### src/rtl/pwm_pkg.sv
package pwm_pkg;

    typedef enum logic {
        ST_RISE = 1'b0,
        ST_FALL = 1'b1
    } slope_e;

    typedef enum logic [1:0] {
        OM_OFF    = 2'b00,
        OM_RSV    = 2'b01,
        OM_NONINV = 2'b10,
        OM_INV    = 2'b11
    } omode_e;

    localparam logic [1:0] ADR_CTRL = 2'd0;
    localparam logic [1:0] ADR_CMPA = 2'd1;
    localparam logic [1:0] ADR_CMPB = 2'd2;
    localparam logic [1:0] ADR_TOP  = 2'd3;

    localparam int MIN_TOP  = 3;
    localparam int CTRL_W   = 10;
    localparam int PRE_BITS = 10;

    // number of low prescaler bits that must all be one for a tick
    function automatic int div_shift(input logic [2:0] sel);
        case (sel)
            3'd2:    return 3;
            3'd3:    return 6;
            3'd4:    return 8;
            3'd5:    return 10;
            default: return 0;
        endcase
    endfunction

endpackage

### src/rtl/pwm_prescaler.sv
module pwm_prescaler
    import pwm_pkg::*;
#(
    parameter int PRE_W = PRE_BITS
) (
    input  logic       clk,
    input  logic       rst_n,
    input  logic [2:0] clk_sel,
    output logic       tick
);
    logic [PRE_W-1:0] pre_q;
    logic [PRE_W-1:0] mask;

    always_ff @(posedge clk or negedge rst_n) begin
        if (!rst_n) pre_q <= '0;
        else        pre_q <= pre_q + 1'b1;
    end

    always_comb begin
        mask = PRE_W'((1 << div_shift(clk_sel)) - 1);
        unique case (clk_sel)
            3'd1, 3'd2, 3'd3, 3'd4, 3'd5: tick = ((pre_q & mask) == mask);
            default:                      tick = 1'b0;
        endcase
    end
endmodule

### src/rtl/pwm_regs.sv
module pwm_regs
    import pwm_pkg::*;
#(
    parameter int CW = 16
) (
    input  logic          clk,
    input  logic          rst_n,
    input  logic          wr_en,
    input  logic [1:0]    wr_addr,
    input  logic [CW-1:0] wr_data,
    input  logic          at_bottom,
    output logic [2:0]    clk_sel,
    output logic          top_from_a,
    output omode_e        mode_a,
    output omode_e        mode_b,
    output logic          en_a,
    output logic          en_b,
    output logic [CW-1:0] cmp_a_act,
    output logic [CW-1:0] cmp_b_act,
    output logic [CW-1:0] top_reg_act
);
    logic [CTRL_W-1:0] ctrl_q;
    logic [CW-1:0]     cmp_a_buf, cmp_b_buf, top_buf;

    always_ff @(posedge clk or negedge rst_n) begin
        if (!rst_n) begin
            ctrl_q    <= '0;
            cmp_a_buf <= '0;
            cmp_b_buf <= '0;
            top_buf   <= '0;
        end else if (wr_en) begin
            unique case (wr_addr)
                ADR_CTRL: ctrl_q    <= wr_data[CTRL_W-1:0];
                ADR_CMPA: cmp_a_buf <= wr_data;
                ADR_CMPB: cmp_b_buf <= wr_data;
                ADR_TOP:  top_buf   <= wr_data;
            endcase
        end
    end

    // active copies follow the buffers only while the count rests at zero
    always_ff @(posedge clk or negedge rst_n) begin
        if (!rst_n) begin
            cmp_a_act   <= '0;
            cmp_b_act   <= '0;
            top_reg_act <= '0;
        end else if (at_bottom) begin
            cmp_a_act   <= cmp_a_buf;
            cmp_b_act   <= cmp_b_buf;
            top_reg_act <= top_buf;
        end
    end

    assign clk_sel    = ctrl_q[2:0];
    assign top_from_a = ctrl_q[3];
    assign mode_a     = omode_e'(ctrl_q[5:4]);
    assign mode_b     = omode_e'(ctrl_q[7:6]);
    assign en_a       = ctrl_q[8];
    assign en_b       = ctrl_q[9];
endmodule

### src/rtl/pwm_slope_fsm.sv
module pwm_slope_fsm
    import pwm_pkg::*;
#(
    parameter int CW = 16
) (
    input  logic          clk,
    input  logic          rst_n,
    input  logic          tick,
    input  logic [CW-1:0] top_lim,
    output logic [CW-1:0] cnt,
    output logic          falling
);
    slope_e        state_q, state_d;
    logic [CW-1:0] cnt_q, cnt_d;
    logic [CW:0]   inc;

    assign inc = {1'b0, cnt_q} + 1'b1;

    always_comb begin
        state_d = state_q;
        cnt_d   = cnt_q;
        if (tick) begin
            unique case (state_q)
                ST_RISE: begin
                    if (inc >= {1'b0, top_lim}) begin   // RISE_TO_FALL
                        cnt_d   = top_lim;
                        state_d = ST_FALL;
                    end else begin                      // RISE_STEP
                        cnt_d   = inc[CW-1:0];
                    end
                end
                ST_FALL: begin
                    if (cnt_q <= CW'(1)) begin          // FALL_TO_RISE
                        cnt_d   = '0;
                        state_d = ST_RISE;
                    end else begin                      // FALL_STEP
                        cnt_d   = cnt_q - 1'b1;
                    end
                end
            endcase
        end
    end

    always_ff @(posedge clk or negedge rst_n) begin
        if (!rst_n) begin
            state_q <= ST_RISE;
            cnt_q   <= '0;
        end else begin
            state_q <= state_d;
            cnt_q   <= cnt_d;
        end
    end

    assign cnt     = cnt_q;
    assign falling = (state_q == ST_FALL);
endmodule

### src/rtl/pwm_channel.sv
module pwm_channel
    import pwm_pkg::*;
#(
    parameter int CW = 16
) (
    input  logic [CW-1:0] cnt,
    input  logic          falling,
    input  logic [CW-1:0] cmp,
    input  omode_e        mode,
    input  logic          en,
    output logic          pin
);
    logic level;

    always_comb begin
        level = falling ? (cnt <= cmp) : (cnt < cmp);
        unique case (mode)
            OM_NONINV:     pin = en & level;
            OM_INV:        pin = en & ~level;
            OM_OFF, OM_RSV: pin = 1'b0;
        endcase
    end
endmodule

### src/rtl/pwm_dual_slope.sv
module pwm_dual_slope
    import pwm_pkg::*;
#(
    parameter int CW    = 16,
    parameter int PRE_W = PRE_BITS
) (
    input  logic          clk,
    input  logic          rst_n,
    input  logic          wr_en,
    input  logic [1:0]    wr_addr,
    input  logic [CW-1:0] wr_data,
    output logic          pwm_a,
    output logic          pwm_b,
    output logic [CW-1:0] cnt_o,
    output logic          down_o
);
    localparam int NCH = 2;

    logic [2:0]    clk_sel;
    logic          top_from_a, en_a, en_b, tick, at_bottom;
    omode_e        mode_a, mode_b;
    logic [CW-1:0] cmp_a_act, cmp_b_act, top_reg_act, top_raw, top_lim;

    pwm_prescaler #(.PRE_W(PRE_W)) u_pre (
        .clk(clk), .rst_n(rst_n), .clk_sel(clk_sel), .tick(tick)
    );

    pwm_regs #(.CW(CW)) u_regs (
        .clk(clk), .rst_n(rst_n), .wr_en(wr_en), .wr_addr(wr_addr),
        .wr_data(wr_data), .at_bottom(at_bottom), .clk_sel(clk_sel),
        .top_from_a(top_from_a), .mode_a(mode_a), .mode_b(mode_b),
        .en_a(en_a), .en_b(en_b), .cmp_a_act(cmp_a_act),
        .cmp_b_act(cmp_b_act), .top_reg_act(top_reg_act)
    );

    assign top_raw = top_from_a ? cmp_a_act : top_reg_act;
    assign top_lim = (top_raw < CW'(MIN_TOP)) ? CW'(MIN_TOP) : top_raw;

    pwm_slope_fsm #(.CW(CW)) u_fsm (
        .clk(clk), .rst_n(rst_n), .tick(tick), .top_lim(top_lim),
        .cnt(cnt_o), .falling(down_o)
    );

    assign at_bottom = (cnt_o == '0);

    logic [CW-1:0] ch_cmp  [NCH];
    omode_e        ch_mode [NCH];
    logic          ch_en   [NCH];
    logic          ch_pin  [NCH];

    assign ch_cmp[0]  = cmp_a_act;
    assign ch_cmp[1]  = cmp_b_act;
    assign ch_mode[0] = mode_a;
    assign ch_mode[1] = mode_b;
    assign ch_en[0]   = en_a;
    assign ch_en[1]   = en_b;

    for (genvar g = 0; g < NCH; g++) begin : g_ch
        pwm_channel #(.CW(CW)) u_ch (
            .cnt(cnt_o), .falling(down_o), .cmp(ch_cmp[g]),
            .mode(ch_mode[g]), .en(ch_en[g]), .pin(ch_pin[g])
        );
    end

    assign pwm_a = ch_pin[0];
    assign pwm_b = ch_pin[1];
endmodule

### config.mk
export PLATFORM = sky130hd
export DESIGN_NAME = pwm_dual_slope
export DESIGN_NICKNAME = d
export VERILOG_FILES = /design/src/rtl/pwm_pkg.sv /design/src/rtl/pwm_prescaler.sv /design/src/rtl/pwm_regs.sv /design/src/rtl/pwm_slope_fsm.sv /design/src/rtl/pwm_channel.sv /design/src/rtl/pwm_dual_slope.sv
export SDC_FILE = /design/constraint.sdc
export NUM_CORES = 1
export LEC_CHECK = 0
export ABC_AREA = 1
export BUFFER_PORTS_ARGS = -buffer_cell sky130_fd_sc_hd__buf_2
export CORE_MARGIN = 3
export CORE_UTILIZATION = 63
export CTS_CLUSTER_SIZE = 16
export DETAILED_ROUTE_END_ITERATION = 8
export PLACE_DENSITY = 0.84
export SLEW_MARGIN = 10
export SYNTH_ARGS = -nofsm -noshare
export SYNTH_HDL_FRONTEND = slang
export SYNTH_HIERARCHICAL = 1
export SYNTH_SLANG_ARGS = --single-unit
### constraint.sdc
create_clock -name clk -period 3.34 [get_ports clk]
set_clock_uncertainty 0.2 [all_clocks]
set_input_delay 0.334 -clock clk [delete_from_list [all_inputs] [get_ports clk]]
set_output_delay 0.334 -clock clk [all_outputs]
set_load 0.01 [all_outputs]
==> impl_metrics.ini <==
[synth]
synth_edf_count = 0
avgSynthCellArea_sq_um = 7.51
synth_top_area_cell = dfrtp_1
synthCells = 1138
synth_nets = 1212
ys_top_cells_by_area = dfrtp_1 (39%), nand2_1 (14%), ha_1 (7.8%)
synth-seq-area-share_pct = 39.0
netlist_area_sq_um = 8540
yosysWarnings = 6
synthFlopType = dfrtp_1
async_reset_ff_share_pct = 100
synth_seq_cells = 133
synth_top_area_share_pct = 39.0
ys_types = 39

[global_route]
grt_antenna_before_repair = 0
grt_pass1_vias = 7089
grt_max_degree = 97
grtUsageTotal_pct = 29.7
grt_pass1_wl_um = 34900
gr-total-overflow = 0

[layout]
nFillCells = 1016
layout_commonest_cell = nand2_1
layout_common_cells = nand2_1 (320), inv_1 (171), dfrtp_1 (130), nor2_1 (73), nand3_1 (62)
nets = 1245
areaGrowthSynthToFinish_pct = 10.3
diodes = 0
layout-drive-gt1-share_pct = 13.4
final_area_sq_um = 9420

[setup_path]
path_class = flip-flop to flip-flop
cp.arrival_ns = 3.20
end_kind = flip-flop
critPathLaunchType = flip-flop
required_ns = 3.45
worstPathMaxFanout = 18

[job]
maxCapViolCount = 0

[floorplanning]
die_area_sq_um = 15000
fp-row-count = 41
coreArea_sq_um = 12900
die_h_um = 122
start_util_pct = 66.1
io_pins = 40
die_w_um = 122

[place]
dp_hpwl_um = 14800
place.gp.congestion = 0.977
placed_area_sq_um = 8770
io_buffers = 39

[timing]
slew_headroom_pct = 41.7
worst_slew_pin_slew_ns = 0.874
fin_crit_sh_pct = 92.3
hold_viol_final = 0
fin_crit_ns = 3.08
fmax_mhz = 324
setup_viol = 0
setup_tns_ns = 0
rsz0062_at_grt = false
maxSlewViolCount = 0

[drt]
drtIter0Drc = 740
drt_wl_total_um = 21000
drtPass1Iterations = 7
vias = 7503
drcViolationCount = 0
wl_per_cell_um = 15.5
postRouteAntennaNets = 0
via_per_inst = 5.54

[clocking]
clkLatencyLatePin_ns = 0.42
cts_root_buf = clkbuf_16
cts_tree = yes
cts.sinks = 133
cts_max_level = 4
path_clk_slew_ns = 0.06
numCtsBuffers = 17
clockBufferDepth = 2
cts_setup_buffers = 0

[worst_hold_path]
hold_class = input pin to flip-flop

[power]
power.density_nw_per_um2 = 730
leakage_nw = 4.68
ir_drop_mv = 0.427

[run_status]
outcome = finished, final reports clean
-- cells by family after synthesis --
| group | count (synthesis) | share of synthesized area [%] |
|---|---|---|
| simple gates | 587 | 31.5 |
| buf+inv | 223 | 12.2 |
| flops | 133 | 39.0 |
| compound gates | 116 | 6.93 |
| fa+ha+maj | 53 | 7.76 |
| xor+xnor | 25 | 2.56 |
| other cells | 1 | 0.0439 |
-- flip-flops by register name, indices dropped and copies added, names as in the netlist --
| name | count |
|---|---|
| u_regs/top_reg_act | 16 |
| u_regs/cmp_b_buf | 16 |
| u_regs/ctrl_q | 10 |
| u_regs/top_buf | 16 |
| u_fsm/falling | 1 |
| u_regs/cmp_b_act | 16 |
| u_fsm/cnt | 16 |
| u_regs/cmp_a_buf | 16 |
| u_regs/cmp_a_act | 16 |
| u_pre/pre_q | 10 |
-- cell usage after synthesis (6+ instances only) --
| master | n |
|---|---|
| o21ai_1 | 17 |
| ha_1 | 53 |
| dfrtp_1 | 133 |
| inv_1 | 171 |
| nand4_1 | 59 |
| nand2_1 | 320 |
| o21ai_0 | 47 |
| buf_6 | 14 |
| nor2_1 | 75 |
| nor3_1 | 6 |
| a21oi_1 | 47 |
| nand2_2 | 40 |
| nand3_1 | 62 |
| clkbuf_1 | 7 |
| xor2_1 | 20 |
| buf_2 | 19 |
-- power breakdown --
part | internal (W) | switching (W) | total (W)
Combinational | 0.00106 | 0.00183 | 0.00289
Clock | 0.00115 | 0.000710 | 0.00186
Sequential | 0.00185 | 0.000276 | 0.00213
-- final timing paths --
kind	cells past startpoint	slack, ns	from	endpoint
worst max-delay path	17	0.26	u_fsm/cnt[0]$_DFFE_PN0P_	u_fsm/cnt[0]$_DFFE_PN0P_
max in group asynchronous	3	1.88	rst_n	u_regs/cmp_a_buf[7]$_DFFE_PN0P_
min in group asynchronous	2	0.27	rst_n	u_fsm/cnt[13]$_DFFE_PN0P_
worst min register to register	2	0.28	u_regs/cmp_a_buf[1]$_DFFE_PN0P_	u_regs/cmp_a_buf[1]$_DFFE_PN0P_
worst min-delay path	3	0.01	wr_data[11]	u_regs/cmp_b_buf[11]$_DFFE_PN0P_
worst max register to register	17	0.26	u_fsm/cnt[0]$_DFFE_PN0P_	u_fsm/cnt[0]$_DFFE_PN0P_
-- through the flow --
stage / utilization (%) / instances / hold slack (ns) / total power, W / worst slack, ns
floorplan: - / 1138 / -0.162 / 0.00413 / 0.376
global placement: 67.8 / 1321 / 0.196 / 0.00485 / 0.247
detailed placement: 67.8 / 1321 / 0.193 / 0.00494 / 0.204
CTS: 72.6 / 1355 / 0.0000706 / 0.00683 / 0.174
global route: 72.9 / 1355 / 0.00605 / 0.00740 / 0.000487
finish: 72.9 / 1355 / 0.0127 / 0.00688 / 0.257
-- layer usage --
| metal | global-route usage [%] | vias to the layer above | wire, um |
|---|---|---|---|
| met5 | 0 | - | 0 |
| met4 | 11.3 | 0 | 459 |
| met3 | 5.58 | 39 | 1310 |
| met2 | 45.9 | 289 | 9780 |
| met1 | 41.7 | 3497 | 9470 |
| li1 | - | 3678 | - |
-- worst max-delay path, cell delays in order, from the launching register on --
cell	delay, ns
dfrtp_1	0.35
ha_1	0.20
nand3_2	0.13
nor3_4	0.27
nand2_1	0.11
xor2_1	0.25
inv_1	0.07
ha_1	0.31
nand3_1	0.10
nor2_1	0.18
and2_4	0.18
nand2_4	0.13
nand2_8	0.17
nand2_1	0.08
nand2_1	0.06
nand2_1	0.07
nand2_1	0.05
nand2_1	0.04
-- area by class of cell --
cell class | instances | area [sq um] | share of cell area (%)
timing repair buffer | 62 | 403 | 4.28
inverter | 175 | 674 | 7.16
clock buffer | 20 | 467 | 4.95
tap | 172 | 215 | 2.28
sequential | 133 | 3330 | 35.4
clock inverter | 11 | 125 | 1.33
multi-input combinational | 782 | 4210 | 44.6
-- what timing repair did --
action | 4_1_cts | 5_1_grt
hold endpoints to repair | 47 | 0
gates resized for setup | 0 | 8
hold buffers | 3 | 0
endpoints found under the setup margin | 0 | 17
Power figures use the tool's default switching activity.
